### config.mk
export PLATFORM = sky130hd
export DESIGN_NAME = vpic_top
export DESIGN_NICKNAME = d
export VERILOG_FILES = /design/src/rtl/vpic_pkg.sv /design/src/rtl/vpic_trigger.sv /design/src/rtl/vpic_arbiter.sv /design/src/rtl/vpic_nest_stack.sv /design/src/rtl/vpic_top.sv
export SDC_FILE = /design/constraint.sdc
export NUM_CORES = 2
export LEC_CHECK = 0
export BUFFER_PORTS_ARGS = -buffer_cell sky130_fd_sc_hd__buf_2
export CORE_MARGIN = 5
export CORE_UTILIZATION = 31
export CTS_BUF_LIST = sky130_fd_sc_hd__clkbuf_8
export DETAILED_ROUTE_END_ITERATION = 8
export MAX_ROUTING_LAYER = met4
export SYNTH_ARGS = -nofsm -noshare
export SYNTH_HDL_FRONTEND = slang
export SYNTH_SLANG_ARGS = --single-unit
### constraint.sdc
create_clock -name clk -period 48 [get_ports clk]
set_input_delay 2.4 -clock clk [delete_from_list [all_inputs] [get_ports clk]]
set_output_delay 2.4 -clock clk [all_outputs]
set_load 0.01 [all_outputs]
### src/rtl/vpic_pkg.sv
package vpic_pkg;

    localparam int NUM_SRC    = 32;
    localparam int SRC_W      = $clog2(NUM_SRC);
    localparam int PRIO_W     = 3;
    localparam int NEST_DEPTH = 1 << PRIO_W;
    localparam int ADDR_W     = 8;
    localparam int DATA_W     = 32;
    localparam int PAGE_W     = ADDR_W - SRC_W;

    localparam logic [PAGE_W-1:0] PG_MODE = PAGE_W'(0);
    localparam logic [PAGE_W-1:0] PG_VEC  = PAGE_W'(1);

    localparam logic [ADDR_W-1:0] A_VEC_NOW    = 8'h40;
    localparam logic [ADDR_W-1:0] A_VEC_FAST   = 8'h41;
    localparam logic [ADDR_W-1:0] A_SRC_NOW    = 8'h42;
    localparam logic [ADDR_W-1:0] A_PEND       = 8'h43;
    localparam logic [ADDR_W-1:0] A_MASK       = 8'h44;
    localparam logic [ADDR_W-1:0] A_MASK_SET   = 8'h45;
    localparam logic [ADDR_W-1:0] A_MASK_CLR   = 8'h46;
    localparam logic [ADDR_W-1:0] A_ACK_CLR    = 8'h47;
    localparam logic [ADDR_W-1:0] A_DONE       = 8'h48;
    localparam logic [ADDR_W-1:0] A_SPUR       = 8'h49;
    localparam logic [ADDR_W-1:0] A_CTRL       = 8'h4A;
    localparam logic [ADDR_W-1:0] A_FORCE_SET  = 8'h4B;
    localparam logic [ADDR_W-1:0] A_FORCE_CLR  = 8'h4C;
    localparam logic [ADDR_W-1:0] A_FORCE_STAT = 8'h4D;

    localparam int MODE_W = PRIO_W + 2;

    typedef enum logic {
        TRIG_LEVEL = 1'b0,
        TRIG_EDGE  = 1'b1
    } trig_e;

    // bit 4 polarity, bit 3 trigger, bits [2:0] priority
    typedef struct packed {
        logic              pol;
        trig_e             trig;
        logic [PRIO_W-1:0] prio;
    } mode_t;

    typedef struct packed {
        logic [SRC_W-1:0]  src;
        logic [PRIO_W-1:0] lvl;
    } nest_ent_t;

    function automatic logic [NUM_SRC-1:0] src_onehot(input logic [SRC_W-1:0] idx);
        logic [NUM_SRC-1:0] v;
        v = '0;
        v[idx] = 1'b1;
        return v;
    endfunction

    function automatic logic [DATA_W-1:0] mode_word(input mode_t m);
        return DATA_W'(m);
    endfunction

endpackage

### src/rtl/vpic_trigger.sv
module vpic_trigger
    import vpic_pkg::*;
#(
    parameter logic [NUM_SRC-1:0] EXT_MASK = 32'hE000_0001
) (
    input  logic               clk,
    input  logic               rst,
    input  logic [NUM_SRC-1:0] src_in,
    input  logic [NUM_SRC-1:0] edge_sel,
    input  logic [NUM_SRC-1:0] pol_sel,
    input  logic [NUM_SRC-1:0] clr,
    output logic [NUM_SRC-1:0] pend
);

    logic [NUM_SRC-1:0] src_q;
    logic [NUM_SRC-1:0] edge_q;
    logic [NUM_SRC-1:0] pol_eff;
    logic [NUM_SRC-1:0] hit;
    logic [NUM_SRC-1:0] lvl_now;

    // internal sources always see high level / rising edge
    assign pol_eff = pol_sel | ~EXT_MASK;

    for (genvar g = 0; g < NUM_SRC; g++) begin : g_src
        assign lvl_now[g] = pol_eff[g] ? src_q[g] : ~src_q[g];
        assign hit[g]     = edge_sel[g] &
                            (pol_eff[g] ? (src_in[g] & ~src_q[g])
                                        : (~src_in[g] & src_q[g]));
        assign pend[g]    = edge_sel[g] ? edge_q[g] : lvl_now[g];
    end

    always_ff @(posedge clk) begin
        if (rst) begin
            src_q  <= '0;
            edge_q <= '0;
        end else begin
            src_q  <= src_in;
            edge_q <= (hit | (edge_q & ~clr)) & edge_sel;
        end
    end

endmodule

### src/rtl/vpic_arbiter.sv
module vpic_arbiter
    import vpic_pkg::*;
(
    input  logic [NUM_SRC-1:0]             cand,
    input  logic [NUM_SRC-1:0][PRIO_W-1:0] prio,
    output logic                           win_vld,
    output logic [SRC_W-1:0]               win_idx,
    output logic [PRIO_W-1:0]              win_lvl
);

    // ascending scan with strict compare: ties keep the lower index
    always_comb begin
        win_vld = 1'b0;
        win_idx = '0;
        win_lvl = '0;
        for (int i = 0; i < NUM_SRC; i++) begin
            if (cand[i] && (!win_vld || (prio[i] > win_lvl))) begin
                win_vld = 1'b1;
                win_idx = SRC_W'(i);
                win_lvl = prio[i];
            end
        end
    end

endmodule

### src/rtl/vpic_nest_stack.sv
module vpic_nest_stack
    import vpic_pkg::*;
#(
    parameter int DEPTH = NEST_DEPTH,
    localparam int CNT_W = $clog2(DEPTH + 1),
    localparam int IDX_W = (DEPTH > 1) ? $clog2(DEPTH) : 1
) (
    input  logic             clk,
    input  logic             rst,
    input  logic             push,
    input  logic             pop,
    input  nest_ent_t        push_ent,
    output nest_ent_t        top_ent,
    output logic [CNT_W-1:0] cnt,
    output logic             empty
);

    nest_ent_t        ent_q [DEPTH];
    logic [CNT_W-1:0] cnt_q;

    assign cnt     = cnt_q;
    assign empty   = (cnt_q == '0);
    assign top_ent = empty ? '0 : ent_q[IDX_W'(cnt_q - 1'b1)];

    always_ff @(posedge clk) begin
        if (rst) begin
            cnt_q <= '0;
            for (int i = 0; i < DEPTH; i++) begin
                ent_q[i] <= '0;
            end
        end else if (push && (cnt_q < CNT_W'(DEPTH))) begin
            ent_q[IDX_W'(cnt_q)] <= push_ent;
            cnt_q                <= cnt_q + 1'b1;
        end else if (pop && !empty) begin
            cnt_q <= cnt_q - 1'b1;
        end
    end

endmodule

### src/rtl/vpic_top.sv
module vpic_top
    import vpic_pkg::*;
#(
    parameter logic [NUM_SRC-1:0] EXT_MASK = 32'hE000_0001,
    parameter int                 DEPTH    = NEST_DEPTH
) (
    input  logic               clk,
    input  logic               rst,
    input  logic [NUM_SRC-1:0] irq_src,
    input  logic               bus_rd,
    input  logic               bus_wr,
    input  logic [ADDR_W-1:0]  bus_addr,
    input  logic [DATA_W-1:0]  bus_wdata,
    output logic [DATA_W-1:0]  bus_rdata,
    output logic               nirq_n,
    output logic               nfiq_n
);

    localparam int CNT_W = $clog2(DEPTH + 1);
    localparam logic [NUM_SRC-1:0] NOT_FAST = ~NUM_SRC'(1);

    // register state
    mode_t              mode_q [NUM_SRC];
    logic [DATA_W-1:0]  vec_q  [NUM_SRC];
    logic [NUM_SRC-1:0] mask_q;
    logic [NUM_SRC-1:0] force_q;
    logic [DATA_W-1:0]  spur_q;
    logic               protect_q;
    logic [DATA_W-1:0]  rdata_q;
    logic               nirq_q;
    logic               nfiq_q;

    // decode
    logic [PAGE_W-1:0]  page;
    logic [SRC_W-1:0]   slot;
    logic               hit_vec_now;

    // datapath
    logic [NUM_SRC-1:0]             edge_sel;
    logic [NUM_SRC-1:0]             pol_sel;
    logic [NUM_SRC-1:0][PRIO_W-1:0] prio_vec;
    logic [NUM_SRC-1:0]             pend;
    logic [NUM_SRC-1:0]             clr;
    logic [NUM_SRC-1:0]             act;
    logic [NUM_SRC-1:0]             norm_cand;
    logic                           win_vld;
    logic [SRC_W-1:0]               win_idx;
    logic [PRIO_W-1:0]              win_lvl;
    nest_ent_t                      top_ent;
    nest_ent_t                      push_ent;
    logic [CNT_W-1:0]               stk_cnt;
    logic                           stk_empty;
    logic                           irq_cond;
    logic                           fiq_cond;
    logic                           ack;
    logic                           fast_ack;
    logic                           pop;
    logic [DATA_W-1:0]              rd_next;

    assign page        = bus_addr[ADDR_W-1:SRC_W];
    assign slot        = bus_addr[SRC_W-1:0];
    assign hit_vec_now = (bus_addr == A_VEC_NOW);

    for (genvar g = 0; g < NUM_SRC; g++) begin : g_mode
        assign edge_sel[g] = (mode_q[g].trig == TRIG_EDGE);
        assign pol_sel[g]  = mode_q[g].pol;
        assign prio_vec[g] = mode_q[g].prio;
    end

    vpic_trigger #(
        .EXT_MASK (EXT_MASK)
    ) u_trigger (
        .clk      (clk),
        .rst      (rst),
        .src_in   (irq_src),
        .edge_sel (edge_sel),
        .pol_sel  (pol_sel),
        .clr      (clr),
        .pend     (pend)
    );

    assign act       = pend & mask_q;
    assign norm_cand = act & ~force_q & NOT_FAST;
    assign fiq_cond  = act[0] | (|(act & force_q & NOT_FAST));

    vpic_arbiter u_arbiter (
        .cand    (norm_cand),
        .prio    (prio_vec),
        .win_vld (win_vld),
        .win_idx (win_idx),
        .win_lvl (win_lvl)
    );

    assign irq_cond = win_vld && (stk_empty || (win_lvl > top_ent.lvl));

    // acknowledge: normal read, or write while protected
    assign ack      = irq_cond &&
                      ((bus_rd && hit_vec_now && !protect_q) ||
                       (bus_wr && hit_vec_now &&  protect_q));
    assign fast_ack = bus_rd && (bus_addr == A_VEC_FAST) && !protect_q;
    assign pop      = bus_wr && (bus_addr == A_DONE);

    assign push_ent.src = win_idx;
    assign push_ent.lvl = win_lvl;

    assign clr = (ack ? src_onehot(win_idx) : '0)
               | (fast_ack ? NUM_SRC'(1) : '0)
               | ((bus_wr && (bus_addr == A_ACK_CLR)) ? NUM_SRC'(bus_wdata) : '0);

    vpic_nest_stack #(
        .DEPTH (DEPTH)
    ) u_stack (
        .clk      (clk),
        .rst      (rst),
        .push     (ack),
        .pop      (pop),
        .push_ent (push_ent),
        .top_ent  (top_ent),
        .cnt      (stk_cnt),
        .empty    (stk_empty)
    );

    // register writes
    always_ff @(posedge clk) begin
        if (rst) begin
            for (int i = 0; i < NUM_SRC; i++) begin
                mode_q[i] <= '0;
                vec_q[i]  <= '0;
            end
            mask_q    <= '0;
            force_q   <= '0;
            spur_q    <= '0;
            protect_q <= 1'b0;
        end else if (bus_wr) begin
            if (page == PG_MODE) begin
                mode_q[slot] <= mode_t'(bus_wdata[MODE_W-1:0]);
            end else if (page == PG_VEC) begin
                vec_q[slot] <= bus_wdata;
            end else begin
                case (bus_addr)
                    A_MASK_SET:  mask_q    <= mask_q | NUM_SRC'(bus_wdata);
                    A_MASK_CLR:  mask_q    <= mask_q & ~NUM_SRC'(bus_wdata);
                    A_FORCE_SET: force_q   <= force_q | (NUM_SRC'(bus_wdata) & NOT_FAST);
                    A_FORCE_CLR: force_q   <= force_q & ~NUM_SRC'(bus_wdata);
                    A_SPUR:      spur_q    <= bus_wdata;
                    A_CTRL:      protect_q <= bus_wdata[0];
                    default:     ;
                endcase
            end
        end
    end

    // read mux
    always_comb begin
        rd_next = '0;
        if (page == PG_MODE) begin
            rd_next = mode_word(mode_q[slot]);
        end else if (page == PG_VEC) begin
            rd_next = vec_q[slot];
        end else begin
            case (bus_addr)
                A_VEC_NOW:    rd_next = irq_cond ? vec_q[win_idx] : spur_q;
                A_VEC_FAST:   rd_next = vec_q[0];
                A_SRC_NOW:    rd_next = DATA_W'(top_ent.src);
                A_PEND:       rd_next = DATA_W'(pend);
                A_MASK:       rd_next = DATA_W'(mask_q);
                A_SPUR:       rd_next = spur_q;
                A_CTRL:       rd_next = DATA_W'(protect_q);
                A_FORCE_STAT: rd_next = DATA_W'(force_q);
                default:      rd_next = '0;
            endcase
        end
    end

    always_ff @(posedge clk) begin
        if (rst) begin
            rdata_q <= '0;
            nirq_q  <= 1'b1;
            nfiq_q  <= 1'b1;
        end else begin
            if (bus_rd) begin
                rdata_q <= rd_next;
            end
            nirq_q <= ~irq_cond;
            nfiq_q <= ~fiq_cond;
        end
    end

    assign bus_rdata = rdata_q;
    assign nirq_n    = nirq_q;
    assign nfiq_n    = nfiq_q;

endmodule

; ---- Word level (Yosys, flattened, before mapping)
; Memories as Yosys holds them, arrays and structs flattened.
; Index checks and enable logic that the tools add are counted.
[op_classes]
addsub = 2
mul = 0
div = 0
n_lt_le_gt_ge = 34
n_eq_ne = 15
shifts = 0
n_mux = 170
bitwise_logic = 124
reduce_logical = 120
[ops]
columns = operator, n
row1 = $pmux W32 S8, 1
row2 = $and A32 B32 Y32, 7
row3 = $mux W32, 6
row4 = $or A32 B32 Y32, 4
row5 = $pmux W32 S2, 2
row6 = $eq A8 B7 Y1 const B, 14
row7 = $mux W3, 36
row8 = $not A32 Y32, 3
row9 = $mux W5, 19
row10 = $gt A3 B3 Y1, 31
row11 = $mux W1, 91
row12 = $and A1 B1 Y1, 68
row13 = $logic_and A1 B1 Y1, 43
row14 = $mux W4, 10
row15 = $not A1 Y1, 40
row16 = $logic_not A1 Y1, 32
row17 = $logic_or A1 B1 Y1, 32
row18 = $or A32 B1 Y32, 1
row19 = $reduce_or A32 Y1, 1
row20 = $reduce_or A31 Y1, 1
row21 = $mux W8, 2
row22 = $reduce_and A4 Y1, 4
row23 = $reduce_or A8 Y1, 1
row24 = $lt A5 B6 Y1 const B, 1
row25 = 12 further kinds, 15
[word_totals]
ff_bits = 199
latch_bits = 0
ramBits = 1248
romBits = 0
inputBits = 76
output_inout_bits = 34
word_cells = 478
mem_count = 3
[mem_list]
columns = name, words, word_bits, read_ports, rd_clocked_by_memory_dff, write_ports, line_no
row1 = vec_q, 32, 32, 3, 0, 32, vpic_top.sv:24  ; logic [DATA_W-1:0] vec_q [NUM_SRC];
row2 = mode_q, 32, 5, 33, 0, 32, vpic_top.sv:23  ; mode_t mode_q [NUM_SRC];
row3 = u_stack.ent_q, 8, 8, 1, 0, 8, vpic_nest_stack.sv:18  ; nest_ent_t ent_q [DEPTH];

; ---- Longest topological paths before layout
[logic_depth]
word_depth = 137
ltp_mapped = 291
ltp_nobuf = 278

; ---- Modules after synthesis
; Synthesis repeated with hierarchy kept, for this count alone.
[hier_totals]
cells_unflattened = 6662
area_unflattened_um2 = 81097.8
[by_module_without_submodules]
columns = mod, n_inst, cells_each, area_each_um2, seq_area_each_um2
row1 = vpic_top, 1, 5411, 70003.4, 38176.6
row2 = vpic_arbiter, 1, 734, 5048.6, 0.0
row3 = vpic_nest_stack, 1, 242, 3308.2, 2001.9
row4 = vpic_trigger, 1, 275, 2737.6, 1281.2

; ---- Least setup slack after synthesis
; OpenSTA, ideal clock, no wires.
[synth_path]
kind = register -> register
startpoint = memory mode_q[1][3] in the netlist's numbering
endpoint = memory u_stack.ent_q[0][0] in the netlist's numbering (enable)
setup_ns = 0.334
arrival_time_ns = 45.556
t_required_ns = 47.666
path_slack_ns = 2.110
path_stages_with_launch = 251
path_buffers = 11
period_less_slack_ns = 45.890
path_cell_list = edfxtp_1 mux2i_2 nor2_1 nand2_1 ha_1 a211oi_1 o21a_1 nor3b_1 or2_2 inv_1 ha_1 nand3_1 o21ai_0 o21ai_1 and2_1 clkbuf_1 o21a_1 inv_1 (+215 left out) nor2b_1 o21ai_0 a32oi_1 o21bai_2 nand2_1 o21ai_1 inv_1 ha_1 a21o_1 a21oi_1 a31oi_1 nor2_1 a21oi_1 and3_1 nand2_1 nor3_1 nand3_1 nand2b_1
[synth_lines]
columns = element, line_no
row1 = "start, declared", vpic_top.sv:23
row2 = "end, declared", vpic_nest_stack.sv:18

==> flow_summary.toml <==
[logic_synthesis]
synth_top_area_share_pct = 47.02
synth_warnings = 0
ys_async_sr_fraction_pct = 0
synth_common_cells = "edfxtp_1, and2_1, nand2_1"
synthCells = 6776
syn_avg_cell_area_um2 = 11.76
yosysTopAreaCell = "edfxtp_1"
synth_seq_area_share_pct = 52.02
syn_nets = 6924
synth_area_um2 = 79700
synth-edff-count = 1248
synthFlopType = "edfxtp_1"
synth.distinct_cells = 120
synth_area_leaders = "edfxtp_1, mux4_2, and2_1"
synth_most_common_cell = "edfxtp_1"
synth_seq_cells = 1447

[sta]
setup_ws_ns = 2.126
slew_viol_final = 9
max_slew_margin_pct = -51.25
min_period_ns = 45.87
min_period_over_period_pct = 95.57
hold_violations = 0
clock_skew_ns = 0.07816
fmax_mhz = 21.80
worst_pin_slew_ns = 2.269
setup_viol = 0

[drt]
drt-initial-drc-count = 10470
first_pass_iters = 9
vias = 63950
drc = 0
wl_mm = 348.0
avgRoutedWirePerCell_um = 33.42
postRouteAntennaNets = 0
viasPerCell = 6.141

[pwr]
switching_share_pct = 26.75
pwr-share-clk_pct = 38.4
seq_power_share_pct = 52.3
power.internal_uw = 2049
finalPower_uw = 2797
p_comb_share_pct = 9.3
p_per_area_nw_per_um2 = 30.97
vdd_ir_drop_max_mv = 0.02446
switchingPower_uw = 748.2
p_leak_uw = 0.03167

[global_route]
grt_pass1_vias = 60380
antenna_found_initial = 37
grt_overflow = 0
track_usage_pct = 25.58
grt_start_max_net_pins = 116
grt_pass1_wl_mm = 477.3

[place]
dp_cells = 9874
portBuffers = 109
hpwl_mm = 225.9
gp_congestion = 0.9692
dp_worst_setup_slack_ns = -1.248

[cts]
cts_max_level = 4
cts_buffers = 236
insertion_delay_ns = 1.04
tritoncts = "done"
cts.hold.buffers_added = 0
cts-root-buf = "clkbuf_8"
clk_path_buf_depth = 3
clk_pin_slew_ns = 0.06
clkSinkCount = 1447

[cells_and_area]
drive_gt1_share_pct = 21.62
nets = 6936
syn_to_final_growth_pct = 13.32
fin_cells = 10410

[worst_setup_path]
crit_fanout = 73
crit_top_cell = "ha_1"
cp-start-kind = "flop"
end_kind = "flop"
cpPeakStageDelay_ns = 0.67
required_ns = 48.90
critPathKind = "reg -> reg"
worstPathArrival_ns = 46.78
crit_slowest_cell = "a311oi_4"

[status]
violations = "capacitance limit, slew limit"
status = "finished, violations left"

[die]
die_area_um2 = 267300
start_util_pct = 31.08
num_rows = 186
die_y_um = 517.0
die_w_um = 517.0
core_area_um2 = 256500
pin_count = 110

[flow_run]
drv_cap = 2

[hold_path]
hp-class = "reg -> reg"
through the flow:
step	instance area, um^2	setup TNS, ns	hold slack (ns)	utilization [%]
after global routing	90300	-63.98	0.4745	35.21
after detailed placement	84150	-110.04	0.4469	32.81
after global placement	84150	-2.502	0.4422	32.81
after CTS	88910	0	0.4556	34.67
final	90310	0	0.4571	35.22
after floorplan	79700	0	0.4366	-
critical path: cells and delay by family, from the launching register on:
kind	cells	cell delay, ns
AO/OA/AOI/OAI	124	22.33
multiplexers	9	2.66
buffers and inverters	15	1.98
adder cells (fa/ha/maj)	31	8.82
AND/OR/NAND/NOR	68	9.34
flip-flops	1	0.41
layout make-up:
| type | count | area (um^2) |
|---|---|---|
| fillers | 25060 | 166100 |
| flip-flops and latches | 1447 | 41460 |
| multi-input cells | 4581 | 36560 |
| well taps | 3384 | 4234 |
| clock buffers | 262 | 3606 |
| repair buffers | 388 | 2903 |
| clock inverters | 183 | 965.9 |
| inverters | 134 | 503.0 |
| diodes | 34 | 85.08 |
cells in the final DEF, fill, tap and decap left out, types with 34 or more instances in the layout:
master and instances:
edfxtp_1 1248, and2_1 1012, nand2_1 493, mux4_2 369, clkbuf_8 262, a21oi_1 260
buf_4 258, nor2_1 256, inv_1 232, and3_1 205, dfxtp_1 199, o21ai_0 145
mux2i_1 131, o22ai_1 131, a211oi_1 125, mux2_2 106, buf_2 103, nand3_1 102
ha_1 72, o221ai_1 69, or2_2 67, a31oi_1 62, nor2b_1 58, nor3_1 57
o211ai_1 54, clkinv_1 53, a221oi_1 52, nand3b_1 45, diode_2 34
timing repair:
action / 4_1_cts / 5_1_grt
pin swaps: 4 / 64
resized for setup: 29 / 211
setup buffers: 7 / 48
setup endpoints to repair: 194 / 196
cloned: 0 / 5
sequential cells by signal, indices dropped and copies added, names as in the netlist, named ones only:
signal	flops
protect_q	1
u_trigger.src_q	32
nirq_n	1
mode_q	160
force_q	1
spur_q	32
u_stack.cnt	4
u_stack.ent_q	64
bus_rdata	32
vec_q	1024
u_trigger.edge_q	32
nfiq_n	1
power groups by stage:
stage | registers, uW | clock network, uW | logic [uW]
2_1_floorplan | 1470 | 0 | 154
3_3_place_gp | 1480 | 0 | 248
3_5_place_dp | 1490 | 0 | 249
4_1_cts | 1460 | 1080 | 251
5_1_grt | 1470 | 1130 | 268
6_report | 1460 | 1070 | 261
cells by family after synthesis:
group	count (synthesis)	share of synthesized area, %
AO/OA/AOI/OAI	1324	11.70
XOR/XNOR	7	0.07693
adder cells (fa/ha/maj)	74	1.155
flip-flops	1447	52.02
AND/OR/NAND/NOR	2555	17.51
buffers and inverters	753	3.821
multiplexers	616	13.72
path summary, 6_finish.rpt:
path | slack, ns | cells after the start | to | startpoint
max | 2.13 | 247 | bus_rdata[18] | mode_q[1][3]
min | 0.46 | 2 | spur_q[27] | spur_q[27]
max reg2reg | 2.13 | 247 | bus_rdata[18] | mode_q[1][3]
min reg2reg | 0.46 | 2 | spur_q[27] | spur_q[27]
routing by layer:
metal | GRT usage [%] | up-vias | routed length, um
li1 | - | 25730 | -
met1 | 32.36 | 32280 | 129600
met2 | 38.04 | 4903 | 154700
met3 | 6.215 | 1039 | 41250
met4 | 13.37 | 0 | 22470
met5 | - | - | 0
Note: power is estimated with default switching activity, not from simulation.
